File: src/rtl/sic_pkg.sv
package sic_pkg;
  typedef enum logic [1:0] {
    MODE_OFF   = 2'b00,
    MODE_EACH  = 2'b01,
    MODE_OCT   = 2'b10,
    MODE_LONG  = 2'b11
  } sic_mode_e;

  typedef enum logic [1:0] {
    IS_IDLE = 2'b00,
    IS_LO   = 2'b01,
    IS_HI   = 2'b10
  } sic_ins_st_e;

  localparam logic [1:0] TAG_CMD = 2'b01;
  localparam logic [1:0] TAG_HDR = 2'b10;
endpackage

File: src/rtl/sic_crc_step.sv
module sic_crc_step #(
  parameter int          CRC_W = 16,
  parameter int          BYTE_W = 8,
  parameter logic [15:0] POLY_REFL = 16'hA001
) (
  input  logic [CRC_W-1:0]  crc_in,
  input  logic [BYTE_W-1:0] data_in,
  output logic [CRC_W-1:0]  crc_nxt
);
  logic [BYTE_W:0][CRC_W-1:0] stage;

  assign stage[0] = crc_in;

  for (genvar i = 0; i < BYTE_W; i++) begin : g_bit
    logic fb;
    assign fb = stage[i][0] ^ data_in[i];
    assign stage[i+1] = (stage[i] >> 1) ^ (fb ? POLY_REFL[CRC_W-1:0] : '0);
  end

  assign crc_nxt = stage[BYTE_W];
endmodule

File: src/rtl/sic_block_ctr.sv
module sic_block_ctr
  import sic_pkg::*;
#(
  parameter int BLK_MID  = 8,
  parameter int BLK_LONG = 32,
  parameter int CNT_W    = $clog2(BLK_LONG) + 1
) (
  input  logic      clk,
  input  logic      rst_n,
  input  logic      clr,
  input  logic      data_acc,
  input  sic_mode_e mode,
  output logic      blk_end
);
  localparam logic [CNT_W-1:0] LIM_EACH = CNT_W'(1);
  localparam logic [CNT_W-1:0] LIM_MID  = CNT_W'(BLK_MID);
  localparam logic [CNT_W-1:0] LIM_LONG = CNT_W'(BLK_LONG);

  logic [CNT_W-1:0] cnt_q, cnt_d, cnt_inc, limit;
  logic             cnt_en;

  always_comb begin
    case (mode)
      MODE_EACH: limit = LIM_EACH;
      MODE_OCT:  limit = LIM_MID;
      MODE_LONG: limit = LIM_LONG;
      default:   limit = '0;
    endcase
  end

  assign cnt_inc = cnt_q + 1'b1;
  assign blk_end = data_acc && (mode != MODE_OFF) && (cnt_inc == limit);

  always_comb begin
    cnt_en = clr || (data_acc && mode != MODE_OFF);
    if (clr || blk_end) cnt_d = '0;
    else                cnt_d = cnt_inc;
  end

  always_ff @(posedge clk or negedge rst_n) begin
    if (!rst_n)      cnt_q <= '0;
    else if (cnt_en) cnt_q <= cnt_d;
  end

  assert_cnt_bound_R3: assert property (@(posedge clk) disable iff (!rst_n)
    (mode != MODE_OFF) |-> (cnt_q < limit));

  assert_off_count_idle_R9: assert property (@(posedge clk) disable iff (!rst_n)
    (mode == MODE_OFF) |-> (cnt_q == '0));
endmodule

File: src/rtl/sic_insert_fsm.sv
module sic_insert_fsm
  import sic_pkg::*;
#(
  parameter int CRC_W = 16
) (
  input  logic             clk,
  input  logic             rst_n,
  input  logic             start,
  input  logic [CRC_W-1:0] crc_load,
  input  logic             ack,
  output logic             ins_req,
  output logic [CRC_W-1:0] crc_val,
  output logic [7:0]       crc_byte
);
  sic_ins_st_e      st_q, st_d;
  logic [CRC_W-1:0] val_q;
  logic             val_en;

  always_comb begin
    st_d = st_q;
    case (st_q)
      IS_IDLE: if (start) st_d = IS_LO;
      IS_LO:   if (ack)   st_d = IS_HI;
      IS_HI:   if (ack)   st_d = IS_IDLE;
      default: st_d = IS_IDLE;
    endcase
  end

  assign val_en = start && (st_q == IS_IDLE);

  always_ff @(posedge clk or negedge rst_n) begin
    if (!rst_n) st_q <= IS_IDLE;
    else        st_q <= st_d;
  end

  always_ff @(posedge clk or negedge rst_n) begin
    if (!rst_n)      val_q <= '0;
    else if (val_en) val_q <= crc_load;
  end

  assign ins_req  = (st_q != IS_IDLE);
  assign crc_val  = val_q;
  assign crc_byte = (st_q == IS_HI) ? val_q[15:8] : val_q[7:0];

  assert_hold_until_ack_R7: assert property (@(posedge clk) disable iff (!rst_n)
    (ins_req && !ack) |=> (ins_req && $stable(crc_val)));

  assert_release_after_hi_R7: assert property (@(posedge clk) disable iff (!rst_n)
    (st_q == IS_HI && ack) |=> !ins_req);

  assert_start_only_idle_R8: assert property (@(posedge clk) disable iff (!rst_n)
    start |-> (st_q == IS_IDLE));
endmodule

File: src/rtl/strm_crc_inserter.sv
module strm_crc_inserter
  import sic_pkg::*;
#(
  parameter int          CRC_W     = 16,
  parameter logic [15:0] POLY_REFL = 16'hA001,
  parameter int          BLK_MID   = 8,
  parameter int          BLK_LONG  = 32
) (
  input  logic             clk,
  input  logic             rst_n,
  input  logic             byte_vld,
  input  logic [1:0]       byte_tag,
  input  logic [7:0]       byte_data,
  output logic             byte_rdy,
  input  logic             ins_ack,
  output logic             ins_req,
  output logic [CRC_W-1:0] crc_out,
  output logic [7:0]       crc_byte
);
  localparam int HDR_W = 2;
  localparam logic [HDR_W-1:0] HIDX_CTRL1 = HDR_W'(1);
  localparam logic [HDR_W-1:0] HIDX_DONE  = HDR_W'(3);

  logic [1:0]       rs_q;
  logic             rst_i_n;
  logic             accept, is_cmd, is_hdr, is_data, blk_end;
  logic [CRC_W-1:0] crc_q, crc_d, step_in, step_out;
  sic_mode_e        mode_q, mode_d;
  logic [HDR_W-1:0] hidx_q, hidx_d;

  // reset: asserted at once, released on the second clock edge
  always_ff @(posedge clk or negedge rst_n) begin
    if (!rst_n) rs_q <= 2'b00;
    else        rs_q <= {rs_q[0], 1'b1};
  end
  assign rst_i_n = rs_q[1];

  assign byte_rdy = !ins_req;
  assign accept   = byte_vld && byte_rdy;
  assign is_cmd   = (byte_tag == TAG_CMD);
  assign is_hdr   = (byte_tag == TAG_HDR);
  assign is_data  = !is_cmd && !is_hdr;

  assign step_in = is_cmd ? '0 : crc_q;

  sic_crc_step #(.CRC_W(CRC_W), .BYTE_W(8), .POLY_REFL(POLY_REFL)) u_step (
    .crc_in (step_in),
    .data_in(byte_data),
    .crc_nxt(step_out)
  );

  sic_block_ctr #(.BLK_MID(BLK_MID), .BLK_LONG(BLK_LONG)) u_ctr (
    .clk     (clk),
    .rst_n   (rst_i_n),
    .clr     (accept && is_cmd),
    .data_acc(accept && is_data),
    .mode    (mode_q),
    .blk_end (blk_end)
  );

  sic_insert_fsm #(.CRC_W(CRC_W)) u_fsm (
    .clk     (clk),
    .rst_n   (rst_i_n),
    .start   (blk_end),
    .crc_load(~step_out),
    .ack     (ins_ack),
    .ins_req (ins_req),
    .crc_val (crc_out),
    .crc_byte(crc_byte)
  );

  always_comb begin
    crc_d  = blk_end ? '0 : step_out;
    mode_d = mode_q;
    hidx_d = hidx_q;
    if (is_cmd) begin
      mode_d = MODE_OFF;
      hidx_d = HIDX_CTRL1;
    end else if (is_hdr) begin
      if (hidx_q == HIDX_CTRL1) mode_d = sic_mode_e'(byte_data[1:0]);
      if (hidx_q != HIDX_DONE)  hidx_d = hidx_q + 1'b1;
    end else begin
      hidx_d = HIDX_DONE;
    end
  end

  always_ff @(posedge clk or negedge rst_i_n) begin
    if (!rst_i_n) begin
      crc_q  <= '0;
      mode_q <= MODE_OFF;
      hidx_q <= HIDX_DONE;
    end else if (accept) begin
      crc_q  <= crc_d;
      mode_q <= mode_d;
      hidx_q <= hidx_d;
    end
  end

  assert_rise_after_data_R3: assert property (@(posedge clk) disable iff (!rst_i_n)
    $rose(ins_req) |-> $past(accept && is_data));

  assert_off_never_inserts_R9: assert property (@(posedge clk) disable iff (!rst_i_n)
    (accept && mode_q == MODE_OFF) |=> !$rose(ins_req));

  assert_cmd_restarts_R10: assert property (@(posedge clk) disable iff (!rst_i_n)
    (accept && is_cmd) |=> !$rose(ins_req));
endmodule

File: config.mk
export PLATFORM = sky130hd
export DESIGN_NAME = strm_crc_inserter
export DESIGN_NICKNAME = d
export VERILOG_FILES = /design/src/rtl/sic_pkg.sv /design/src/rtl/sic_crc_step.sv /design/src/rtl/sic_block_ctr.sv /design/src/rtl/sic_insert_fsm.sv /design/src/rtl/strm_crc_inserter.sv
export SDC_FILE = /design/constraint.sdc
export NUM_CORES = 1
export LEC_CHECK = 0
export ABC_AREA = 1
export BUFFER_PORTS_ARGS = -buffer_cell sky130_fd_sc_hd__buf_2
export CAP_MARGIN = 40
export CORE_MARGIN = 4
export CORE_UTILIZATION = 45
export CTS_BUF_LIST = sky130_fd_sc_hd__clkbuf_16
export CTS_CLUSTER_DIAMETER = 50
export DETAILED_ROUTE_END_ITERATION = 10
export PLACE_DENSITY = 0.71
export SLEW_MARGIN = 20
export SYNTH_ARGS = -nofsm -noshare
export SYNTH_HDL_FRONTEND = slang
export SYNTH_SLANG_ARGS = --single-unit
File: constraint.sdc
create_clock -name clk -period 1.9 [get_ports clk]
set_input_delay 0 -clock clk [delete_from_list [all_inputs] [get_ports clk]]
set_output_delay 0 -clock clk [all_outputs]
set_load 0.05 [all_outputs]
-- Word level (Yosys, flattened, before mapping)
Index checks and enable logic that the tools add are counted.
W data, S select, Z words.
- add/sub/neg operators: 2
- $mul: 0
- divide/modulo/power cells: 0
- $lt $le $gt $ge: 0
- eq/ne operators: 14
- shift-type cells: 0
- muxes and demuxes: 23
- bitwise logic cells: 17
- reductions and logical operators: 20
- operators with widths (cell ; count):
    $mux W16 ; 10
    $xor A15 B16 Y16 ; 8
    $mux W2 ; 9
    $pmux W6 S3 ; 1
    $not A16 Y16 ; 1
    $eq A2 B1 Y1 const B ; 4
    $eq A2 B2 Y1 const B ; 4
    $mux W8 ; 1
    $ne A2 B2 Y1 const B ; 4
    $reduce_bool A2 Y1 ; 4
    $xor A1 B1 Y1 ; 8
    $logic_and A1 B1 Y1 ; 7
    $add A6 B1 Y6 const B ; 1
    $eq A6 B6 Y1 ; 1
    $mux W6 ; 1
    $pmux W2 S3 ; 1
    $reduce_and A3 Y1 ; 2
    $logic_not A1 Y1 ; 3
    $ne A3 B2 Y1 const B ; 1
    $add A2 B1 Y2 const B ; 1
    $logic_not A2 Y1 ; 1
    $logic_or A1 B1 Y1 ; 2
    $reduce_and A2 Y1 ; 1
- register bits: 46
- latch bits: 0
- RAM bits: 0
- memory bits (read-only): 0
- bits of input ports: 14
- output and inout port bits: 26
- logic and storage cells: 83
- memories kept: 0

-- Logic depth before layout (Yosys ltp)
Gate-level depths: netlist (run 1).
- depth in word-level cells: 27
- gate-level depth with buffers: 22
- mapped depth without buffers: 22

-- Cells and area by module
Synthesis (run 1) repeated with hierarchy kept, for this count alone.
- cells, all modules: 407
- area total of the unflattened synthesis: 3044.2 µm²
- by module, submodules not included (module ; times used ; cells each ; area an instance (µm²) ; sequential area each (µm²)):
    strm_crc_inserter ; 1 ; 150 ; 1134.8 ; 553.0
    sic_insert_fsm ; 1 ; 105 ; 845.8 ; 450.4
    sic_crc_step ; 1 ; 76 ; 585.6 ; 0.0
    sic_block_ctr ; 1 ; 76 ; 478.0 ; 150.1

-- Worst setup path after synthesis (run 1)
Ideal clock, no wire load.
- kind: register to output
- start point: register u_fsm.st_q[1]
- end point: output port crc_byte[7]
- arrival time: 2.181 ns
- required time: 1.900 ns
- path slack: -0.281 ns
- cell stages (with the launch flop): 5
- buffers on the path: 0
- cells stage by stage: dfrtp_1 > inv_1 > nor2_1 > clkinv_1 > o21ai_0
- longest elaborated chain between the ends: 2
- RTL lines (what ; RTL line ; source):
    start: declaration ; sic_insert_fsm.sv:15 ; sic_ins_st_e st_q, st_d;
    start signal: assignment ; sic_insert_fsm.sv:33 ; else st_q <= st_d;
    $eq A2 B2 Y1 ; sic_insert_fsm.sv:43 ; assign crc_byte = (st_q == IS_HI) ? val_q[15:8] : val_q[7:0];
    $mux W8 ; sic_insert_fsm.sv:43 ;
    end: declaration ; strm_crc_inserter.sv:18 ; output logic [7:0] crc_byte
No other way between the ends.

-- Worst setup path after layout (run 1)
- start point: register crc_q[1]
- end point: register crc_q[14]
- longest elaborated chain between the ends: 22
- RTL lines (what ; RTL line ; source):
    start: declaration ; strm_crc_inserter.sv:27 ; logic [CRC_W-1:0] crc_q, crc_d, step_in, step_out;
    start signal: assignment ; strm_crc_inserter.sv:93 ; crc_q <= crc_d;
    $mux W16 ; strm_crc_inserter.sv:44 ; assign step_in = is_cmd ? '0 : crc_q;
    $xor A15 B16 Y16 ; sic_crc_step.sv:17 ; assign stage[i+1] = (stage[i] >> 1) ^ (fb ? POLY_REFL[CRC_W-1:0] : '0);
    $xor A1 B1 Y1 ; sic_crc_step.sv:16 ; assign fb = stage[i][0] ^ data_in[i];
    $mux W16 ; sic_crc_step.sv:17 ;
    $xor A15 B16 Y16 ; sic_crc_step.sv:17 ;
    $xor A1 B1 Y1 ; sic_crc_step.sv:16 ;
    $mux W16 ; sic_crc_step.sv:17 ;
    $xor A15 B16 Y16 ; sic_crc_step.sv:17 ;
    [5 not listed] ; - ;
    $xor A15 B16 Y16 ; sic_crc_step.sv:17 ;
    $xor A1 B1 Y1 ; sic_crc_step.sv:16 ;
    $mux W16 ; sic_crc_step.sv:17 ;
    $xor A15 B16 Y16 ; sic_crc_step.sv:17 ;
    $xor A1 B1 Y1 ; sic_crc_step.sv:16 ;
    $mux W16 ; sic_crc_step.sv:17 ;
    $xor A15 B16 Y16 (2 in series) ; sic_crc_step.sv:17 ;
    $mux W16 ; strm_crc_inserter.sv:73 ; crc_d = blk_end ? '0 : step_out;
No other way between the ends.
A chain may end at the register's enable or synchronous reset.

==> reports/summary.txt, run 1 <==
Fraction of layout cells with a size suffix above 1 -> 0.399
WL/cell -> 13.6 um
Final Max Tran Viols -> 0
Global Route Usage Sum -> 0.176
Post-synth net total -> 349
Crit path capture type -> flip-flop
Sinks on the clock net -> 46
Syn Area/Cell -> 8.06 um2
Register area share after synthesis -> 0.433
Run status -> finished with violations
# IOs -> 40
Nets@finish -> 429
Later-pin clock latency in the skew report -> 290 ps
Most area-consuming cells after synthesis -> dfrtp_1 41%, nand2_1 13%, inv_1 5.6%
Post-DRT Antenna Nets -> 0
Die width -> 84.9 um
Tcrit/Tclk final -> 1.04
Area of the multi-input gates -> 1560 um2
R2R Path End -> crc_q[14]
Post-synth ARST share -> 1.00
Die area -> 7210 um2
Measured slew at the worst slew-check pin -> 522 ps
Clock root buffer master -> clkbuf_16
Clk slew on worst S/H paths -> 60 ps
Top cell type's share of synthesized area -> 0.414
P_leak -> 0.00191 uW
R2R cell count -> 17
Fill cells -> 472
Antenna violations before repair -> 0
Synth Instances -> 330
Slowest stage cell, crit path -> dfrtp_1
Starting Density -> 0.475
Pwr Total -> 6690 uW
Violated checks -> setup timing
R2R Path Start -> crc_q[1]
Worst Setup SP -> crc_q[1]
Final Hold Viols -> 0
Synth-to-Final Area Change -> 38.5%
RSZ-0062 raised after global routing -> yes
Post-DR vias/cell -> 5.15
RePlAce Congestion -> 0.881
Pin count of the biggest net entering global routing -> 24
# H-tree levels -> 2
CTS tree -> done
Final Setup Violations -> 15
Critical Path Fanout Max -> 4
CTS buffer count -> 5
Vias in the first global route -> 2289
Post-layout util -> 0.657
Critical path class -> flip-flop to flip-flop
Critical path required time -> 2110 ps
Worst VDD drop -> 0.893 mV
Startpoint types -> flip-flop
1st-iter DRT viols -> 109
CORE AREA -> 5610 um2
Area leader, netlist -> dfrtp_1
Clk_skew -> 3.90 ps
Initial DRT Pass Iterations -> 4
Global route total overflow -> 0
Critical-path cell list -> nand2_1 > nand2_1 > nand2_2 > nand2_2 > nand2_4 > nand2_4 > nand2_4 > nand2_4 > nand2_4 > nand2_4 > nand2_4 > nand2_4 > nand3_4 > nand2_4 > buf_4 > buf_4 > o22ai_1
Diodes inserted -> 0
Distinct cells, synth -> 35
Pwr dens -> 1810 nW/um2
Total negative slack -> -444 ps
Final worst slack -> -73.0 ps
Final Routed Wirelength -> 6.59 mm
Yosys reg bits -> 46
Vias -> 2488
Row cnt -> 27
EDFF count, synth -> 0
CTS Buffer Depth -> 2
Min Hold Slack -> 27.3 ps
Drc violations -> 0
Buffers on Ports -> 39
Hold WC Path Type -> primary input to asynchronous set/reset pin
Worst R2R Setup Slack -> -70 ps
Detailed Place HPWL -> 4.58 mm
Die height -> 84.9 um
Synth warnings -> 0
FMAX -> 507 MHz
First-pass GRT wire length -> 10.3 mm
Fin crit period -> 1970 ps
Max stage delay on crit path -> 400 ps
Synth Cell Area -> 2660 um2
Ys flop type -> dfrtp_1
Sequential cell area -> 1150 um2
Max Cap Viol -> 0
Worst slew margin -> 0.652
Most frequent CP cell -> nand2_4
Arr. time, crit path -> 2190 ps
-- worst max-delay path: cells and delay by family (launching register included) --
kind	cells	cell delay, ps
AND/OR/NAND/NOR	14	1120
flip-flops	1	400
buffers and inverters	2	260
AO/OA/AOI/OAI	1	110
-- timing repair --
action                     CTS  global route
hold buffers                 4             0
pin swaps                    1            18
setup buffers                1             6
hold endpoints to repair     6             0
setup endpoints to repair    8            39
cloned                       0             2
gates resized for setup      7            66
-- power by group --
| part | internal [uW] | switching (uW) |
|---|---|---|
| registers | 1380 | 278 |
| logic | 1450 | 2700 |
| clock network | 492 | 395 |
-- cells in the mapped netlist (2+ instances only) --
cell type and number:
o21ai_0 9, o22ai_1 5, nand3_4 2, o21ai_1 16, nand2_1 89, dfrtp_1 44, nand2_4 6, nand3_1 29
nor2_1 13, nor4_1 2, xnor2_1 4, dfstp_2 2, inv_2 4, nand4_1 2, nand2_2 11, xor2_1 12
nand3b_1 2, nor2_4 2, inv_1 40, nand3_2 6, clkbuf_1 4, ha_1 5, a22o_1 4, a21oi_1 6
-- how the worst max path moves through the flow --
stage / cells after the start / end / slack [ps]
2_1_floorplan: 15 / u_ctr.cnt_q[2] / -200
5_1_grt: 17 / crc_q[14] / -210
3_3_place_gp: 18 / crc_q[0] / -30
4_1_cts: 18 / crc_q[0] / -30
3_5_place_dp: 19 / crc_q[13] / -100
6_report: 17 / crc_q[14] / -70
-- sequential cells by signal, indices dropped and copies added, names as in the netlist --
signal / cells
crc_q: 16
rs_q: 2
mode_q: 2
hidx_q: 2
u_fsm.st_q: 2
u_ctr.cnt_q: 6
u_fsm.crc_val: 16
-- layer usage --
metal / GRT usage / vias to the layer above / routed length [um]
li1: - / 1221 / -
met2: 0.281 / 84 / 3090
met3: 0.0359 / 13 / 397
met5: 0 / - / 0
met4: 0.0576 / 0 / 123
met1: 0.240 / 1170 / 2980
-- logic make-up after synthesis --
| logic type | share of synthesized area |
|---|---|
| adder cells (fa/ha/maj) | 0.0235 |
| other | 0.00141 |
| flip-flops | 0.433 |
| AND/OR/NAND/NOR | 0.311 |
| buffers and inverters | 0.0799 |
| XOR/XNOR | 0.0588 |
| AO/OA/AOI/OAI | 0.0922 |
-- layout by cell type, fill, tap and decap left out, drive strengths merged, types with 4 or more instances in the layout --
master       count
clkbuf           5
a22o             4
xnor2            4
ha               5
nand3           37
clkinv           4
nor2            16
inv             43
o22ai            5
dfrtp           44
a21oi            7
dlygate4sd3      4
xor2            13
buf             75
nand2          106
o21ai           25
-- area by class of cell --
cell class                      count  share of cell area
Clock buffer                        5              0.0340
Clock inverter                      3             0.00645
Inverter                           46              0.0509
Tap cell                           72              0.0244
Multi-Input combinational cell    232               0.424
Sequential cell                    46               0.313
Timing Repair Buffer               79               0.147
-- through the flow --
stage | setup slack, ps | std cells | cell area (um2)
finish | -73.0 | 483 | 3680
global route | -214 | 483 | 3680
CTS | -27.4 | 475 | 3370
detailed placement | -100 | 462 | 3140
global placement | -31.9 | 462 | 3140
floorplan | -199 | 330 | 2670
No activity file was read; power rests on OpenSTA's default activity.
==> run 2, diff against run 1 <==
CELL_PAD_IN_SITES_DETAIL_PLACEMENT = 0   (was unset)
CELL_PAD_IN_SITES_GLOBAL_PLACEMENT = 1   (was unset)
CORE_ASPECT_RATIO = 0.8   (was unset)
CORE_UTILIZATION = 42   (was 45)
PLACE_DENSITY = 0.85   (was 0.71)
==> run 2 against run 1 <==
  * Worst hold slack got worse by 8.1 ps
  * Setup slack lost 63 ps
  * Clock skew is 2.2 ps higher
  * Register-to-register slack lost 60 ps
  * Maximum frequency fell by 3.1%
  * Highest routed layer unchanged
  * Die area increased by 6.6%
  * Wire length rose by 7.6%
  * Critical path type unchanged
  * The flow still finishes with violations (setup timing)
==> reports/summary.txt, run 2 (synthesis results as in run 1) <==
Vias in the first global route -> 2280 (-0.39%)
Sw frac -> 0.498 (-0.00616)
Die height -> 79.2 um (-6.7%)
Run status -> finished with violations
Worst VDD drop -> 0.684 mV (-23%)
Final Routed Wirelength -> 7.09 mm (+7.6%)
Critical path class -> flip-flop to flip-flop
R2R cell count -> 19 (+2)
Fin crit period -> 2040 ps (+62.8 ps)
Final Setup Violations -> 38 (+23)
Min Hold Slack -> 19.2 ps (-8.13 ps)
Pwr dens -> 1820 nW/um2 (+0.52%)
Commonest non-fill, non-tap cell in the layout -> nand2_1
Clock root buffer master -> clkbuf_16
Sinks on the clock net -> 46 (unchanged)
Crit path capture type -> flip-flop
First-pass GRT wire length -> 10.7 mm (+4.0%)
Buffers on Ports -> 39 (unchanged)
RSZ-0062 raised after global routing -> yes
Measured slew at the worst slew-check pin -> 522 ps (-0.333 ps)
Violated checks -> setup timing
Die area -> 7680 um2 (+6.6%)
CTS buffer count -> 5 (unchanged)
1st-iter DRT viols -> 193 (+77%)
RePlAce Congestion -> 0.825 (-6.4%)
Power share of the combinational group -> 0.635 (+0.015)
Psw -> 3480 uW (+3.2%)
Synth-to-Final Area Change -> 44.0%
Critical path required time -> 2130 ps (+20 ps)
Sequential Power Share -> 0.239 (-0.008)
CTS tree -> done
Critical Path Fanout Max -> 5 (+1)
Clk slew on worst S/H paths -> 70 ps (about the same)
# IOs -> 40 (unchanged)
Max Cap Viol -> 0 (unchanged)
Nets@finish -> 439 (+2.3%)
P_leak -> 0.00199 uW (+3.9%)
Pin count of the biggest net entering global routing -> 24 (unchanged)
Total negative slack -> -3160 ps (-2710 ps)
Startpoint types -> flip-flop
Die width -> 97.0 um (+14%)
Tcrit/Tclk final -> 1.07 (+0.0330)
CORE AREA -> 6040 um2 (+7.7%)
Post-DR vias/cell -> 5.10 (-1.1%)
Later-pin clock latency in the skew report -> 290 ps (about the same)
Drc violations -> 0 (unchanged)
Clk_skew -> 6.11 ps (+2.21 ps)
Post-DRT Antenna Nets -> 0 (unchanged)
WL/cell -> 14.1 um (+3.5%)
Worst slew margin -> 0.652 (about the same)
Row cnt -> 25 (-7.4%)
Starting Density -> 0.441 (-0.0337)
Initial DRT Pass Iterations -> 5 (+1)
Clock power frac -> 0.126 (-0.007)
Arr. time, crit path -> 2260 ps (+70 ps)
FMAX -> 491 MHz (-3.1%)
Final Hold Viols -> 0 (unchanged)
Global Route Usage Sum -> 0.172 (-0.00382)
Detailed Place HPWL -> 4.72 mm (+3.2%)
Vias -> 2558 (+2.8%)
Fraction of layout cells with a size suffix above 1 -> 0.423 (+0.0238)
Diodes inserted -> 0 (unchanged)
Hold WC Path Type -> primary input to asynchronous set/reset pin
Final Max Tran Viols -> 0 (unchanged)
Final Instance Area -> 3830 um2 (+4.0%)
Antenna violations before repair -> 0 (unchanged)
Int Pwr -> 3510 uW (+5.8%)
Final worst slack -> -136 ps (-62.8 ps)
# H-tree levels -> 2 (unchanged)
Most frequent cells in the layout -> 75 x nand2_1, 43 x dfrtp_1, 41 x buf_4
Placed Area -> 3180 um2 (+1.6%)
CTS Buffer Depth -> 2 (unchanged)
Global route total overflow -> 0 (unchanged)
-- run 2: changes by cell type in the layout (fill, tap and decap cells not counted), moves of 2 or more --
| cell | before | now |
|---|---|---|
| nand3_1 | 22 | 19 |
| nand3_4 | 8 | 6 |
| nand3_2 | 7 | 12 |
| nand2_1 | 71 | 75 |
| inv_1 | 36 | 39 |
| buf_4 | 32 | 41 |
| xnor2_4 | 0 | 2 |
| o21ai_2 | 4 | 6 |
| nand2_2 | 19 | 16 |
| inv_2 | 6 | 3 |
| buf_6 | 1 | 3 |
| xnor2_1 | 3 | 1 |
-- run 2: power groups by stage --
stage               Combinational, uW  Sequential [uW]  Clock (uW)
floorplan                        2080             2080           0
global placement                 3510             1660           0
detailed placement               3560             1670           0
CTS                              3880             1660         889
global route                     4740             1720         938
finish                           4440             1670         880
-- run 2: final cells by class --
class,count,area (um2)
fill,487,2210
multi-input combinational,232,1610
sequential,46,1150
timing repair buffer,89,632
inverter,46,188
clock buffer,5,125
tap,81,101
clock inverter,3,25.0
-- run 2: critical path, stage by stage (launching register included) --
cell	delay (ps)
dfrtp_1	430
nand2_1	90
nand2_1	70
nand2_2	100
inv_2	50
nand2_4	80
nand2_4	60
nand2_4	80
nand2_4	60
nand2_4	80
nand2_4	60
nand2_4	80
nand2_4	70
nand2_4	90
nand3_4	120
nand2_4	120
nand2_4	80
nand3_2	80
nand3_2	80
nand2_1	80
-- run 2: final timing paths --
| path | from | to | slack (ps) |
|---|---|---|---|
| worst max register to register | crc_q[0] | crc_q[0] | -140 |
| worst min register to register | rs_q[1] | u_ctr.cnt_q[3] | 250 |
| max in group asynchronous | rs_q[1] | hidx_q[1] | 1080 |
| worst max-delay path | crc_q[0] | crc_q[0] | -140 |
| min in group clk | byte_data[1] | mode_q[1] | 20 |
| worst min-delay path | rst_n | rs_q[0] | 20 |
-- run 2: routing by layer --
layer,share of wire,track usage,vias up
met5,0,0,-
met4,0.012,0.0505,0
met3,0.066,0.0272,9
met2,0.46,0.258,113
met1,0.47,0.257,1203
li1,-,-,1233
-- run 2: through the flow --
stage,utilization,setup WS [ps],cells,total power (uW)
floorplan,-,-199,330,4160
global placement,0.527,-35.7,476,5170
detailed placement,0.527,-138,476,5220
CTS,0.580,-78.5,494,6420
global route,0.635,-251,502,7410
finish,0.635,-136,502,6990
-- run 2: what timing repair did --
item | in CTS | in global routing
resized for setup | 15 | 60
endpoints found under the hold margin | 5 | 0
hold buffers | 3 | 0
buffers inserted | 7 | 4
cloned | 0 | 4
pin swaps | 4 | 15
endpoints found under the setup margin | 11 | 39
==> run 3, diff against run 2 <==
SYNTH_HIERARCHICAL = 1   (was unset)
==> run 3 against run 2 <==
  * The flow still finishes with violations (setup timing)
  * Sequential power barely moved
  * Cell count rose by 12%
  * Synthesized area rose by 14%
  * Clock skew rose by 2.9 ps
  * Synthesized cell count rose by 23%
  * Register-to-register slack barely moved
  * First-iteration DRC count fell by 40%
  * Core utilization fell by 5.2 points
  * Sequential share of layout area fell by 1.7 points
  * Maximum frequency fell by 0.43%
  * Largest power group unchanged
==> reports/summary.txt, run 3 <==
Clk slew on worst S/H paths -> 60 ps (about the same)
Post-synth ARST share -> 1.00 (unchanged)
Antenna violations before repair -> 0 (unchanged)
Most frequent cell after synthesis -> nand2_1
Fill cells -> 649 (+33%)
Measured slew at the worst slew-check pin -> 567 ps (+45.0 ps)
P_leak -> 0.00217 uW (+8.9%)
Post-DRT Antenna Nets -> 0 (unchanged)
Detailed Place HPWL -> 5.01 mm (+6.0%)
Yosys reg bits -> 46 (unchanged)
Sequential Power Share -> 0.224 (-0.015)
Tcrit/Tclk final -> 1.08 (+0.00463)
Worst Setup SP -> crc_q[0]
R2R cell count -> 20 (+1)
Starting Density -> 0.437 (-0.00340)
Min Hold Slack -> 30.0 ps (+10.8 ps)
Total negative slack -> -3240 ps (-85.5 ps)
Arr. time, crit path -> 2220 ps (-40 ps)
FMAX -> 489 MHz (-0.43%)
Synth-to-Final Area Change -> 33.3%
Violated checks -> setup timing
Psw -> 3740 uW (+7.4%)
Critical Path Fanout Max -> 4 (-1)
Most area-consuming cells after synthesis -> dfrtp_1 36%, nand2_1 13%, nand3_1 11%
WL/cell -> 12.5 um (-12%)
Vias -> 2716 (+6.2%)
Later-pin clock latency in the skew report -> 280 ps (about the same)
Drc violations -> 0 (unchanged)
Final Routed Wirelength -> 7.03 mm (-0.76%)
Row cnt -> 27 (+8.0%)
Synth Instances -> 407 (+23%)
First-pass GRT wire length -> 12.2 mm (+14%)
Final Setup Violations -> 32 (-16%)
Synth cell count leaders -> 102 x nand2_1, 67 x inv_1, 65 x nand3_1, 44 x dfrtp_1, 33 x nor2_1
# H-tree levels -> 2 (unchanged)
Critical path class -> flip-flop to flip-flop
Synth Cell Area -> 3040 um2 (+14%)
Worst slew margin -> 0.622 (-0.0300)
Initial DRT Pass Iterations -> 4 (-1)
Diodes inserted -> 0 (unchanged)
RePlAce Congestion -> 0.823 (-0.28%)
Distinct cells, synth -> 30 (-14%)
CTS Buffer Depth -> 2 (unchanged)
Area leader, netlist -> dfrtp_1
EDFF count, synth -> 0 (unchanged)
Die height -> 84.1 um (+6.2%)
Sinks on the clock net -> 46 (unchanged)
Fin crit period -> 2040 ps (+8.79 ps)
Power share of the combinational group -> 0.648 (+0.013)
Clk_skew -> 9.03 ps (+2.92 ps)
Top cell type's share of synthesized area -> 0.362 (-0.0520)
Max Cap Viol -> 0 (unchanged)
Post-synth net total -> 426 (+22%)
Pin count of the biggest net entering global routing -> 45 (+88%)
Most frequent cells in the layout -> 88 x nand2_1, 58 x inv_1, 43 x dfrtp_1
Synth warnings -> 6 (+6)
DP Worst Slack -> -359 ps (-221 ps)
Commonest non-fill, non-tap cell in the layout -> nand2_1
Startpoint types -> flip-flop
CTS tree -> done
Hold WC Path Type -> primary input to asynchronous set/reset pin
Register area share after synthesis -> 0.379 (-0.0545)
Post-DR vias/cell -> 4.82 (-5.5%)
Final Hold Viols -> 0 (unchanged)
Clock power frac -> 0.128 (+0.002)
Die area -> 8680 um2 (+13%)
Pwr dens -> 1830 nW/um2 (+0.20%)
Global route total overflow -> 0 (unchanged)
Buffers on Ports -> 39 (unchanged)
Crit path capture type -> flip-flop
Vias in the first global route -> 2746 (+20%)
Worst R2R Setup Slack -> -140 ps (about the same)
Ys flop type -> dfrtp_1
Run status -> finished with violations
Int Pwr -> 3680 uW (+4.8%)
Die width -> 103 um (+6.4%)
Final Max Tran Viols -> 0 (unchanged)
Nets@finish -> 496 (+13%)
Fraction of layout cells with a size suffix above 1 -> 0.379 (-0.0433)
# IOs -> 40 (unchanged)
Clock root buffer master -> clkbuf_16
RSZ-0062 raised after global routing -> yes
R2R Path Start -> crc_q[0]
Worst VDD drop -> 0.883 mV (+29%)
CTS buffer count -> 5 (unchanged)
Final worst slack -> -145 ps (-8.79 ps)
1st-iter DRT viols -> 115 (-40%)
Global Route Usage Sum -> 0.173 (+0.000706)
R2R Path End -> u_fsm/crc_val[0]
Sw frac -> 0.504 (+0.00600)
CORE AREA -> 6960 um2 (+15%)
Syn Area/Cell -> 7.48 um2 (-7.3%)
Critical path required time -> 2070 ps (-60 ps)
[run 3: routing by layer]
metal / global-route usage / up-vias / share of wire
met5: 0 / - / 0
met4: 0.0388 / 0 / 0.0041
met3: 0.0282 / 2 / 0.023
met2: 0.284 / 27 / 0.50
met1: 0.239 / 1296 / 0.47
li1: - / 1391 / -
[run 3: stage by stage]
stage / util / total power (uW) / area, um2 / cells
after CTS: 0.566 / 7210 / 3940 / 562
final: 0.583 / 7410 / 4060 / 564
after global routing: 0.583 / 8020 / 4060 / 564
after global placement: 0.502 / 5700 / 3500 / 546
after floorplan: - / 4790 / 3070 / 407
after detailed placement: 0.502 / 5770 / 3500 / 546
[run 3: cell type report]
cell class	instances	area [um2]	area share
multi-input cells	275	1800	0.443
flip-flops and latches	46	1150	0.285
repair buffers	80	566	0.139
inverters	69	273	0.0672
clock buffers	5	125	0.0308
well taps	87	109	0.0268
clock inverters	2	33.8	0.00833
[run 3: worst max-delay path by stage]
stage,endpoint,slack (ps),depth (start not counted)
finish,u_fsm/crc_val[0],-140,20
global route,u_fsm/crc_val[12],-320,19
CTS,crc_q[0],-170,19
detailed placement,crc_q[0],-360,18
global placement,crc_q[13],-250,18
floorplan,u_fsm/crc_val[12],-750,17
[run 3: timing repair]
action                                  CTS  global route
setup buffers                             6             2
hold buffers                              2             0
endpoints found under the setup margin   33            39
pin swaps                                25            15
endpoints found under the hold margin     4             0
resized for setup                        63            26
gates cloned                              1             0
[run 3: cell families after synthesis]
logic type	after synthesis	synth area share
xor+xnor	14	0.0699
simple gates	231	0.363
other cells	1	0.00123
fa+ha+maj	5	0.0206
compound gates	23	0.0407
flops	46	0.379
buf+inv	87	0.126
[run 3: power by group through the flow]
stage          sequential, uW  combinational (uW)  clock (uW)
6_report                 1660                4800         950
5_1_grt                  1720                5280        1030
4_1_cts                  1660                4570         981
3_5_place_dp             1670                4100           0
3_3_place_gp             1660                4040           0
2_1_floorplan            2150                2640           0
[run 3: critical path: stages, from the launching register on]
cell     delay, ps
dfrtp_1        380
inv_2           80
nor2_4          40
inv_2           80
nand2_2         50
nand2_2         90
nand2_4         70
nand2_4         80
nand2_4         60
nand2_4        100
nand2_4         60
nand3_4         90
nand2_4         80
nand2_2         80
nand3_4         90
nand3_1        150
nand3_2         90
nand2_2         90
inv_1           40
nand3_1         70
nand2_1         50
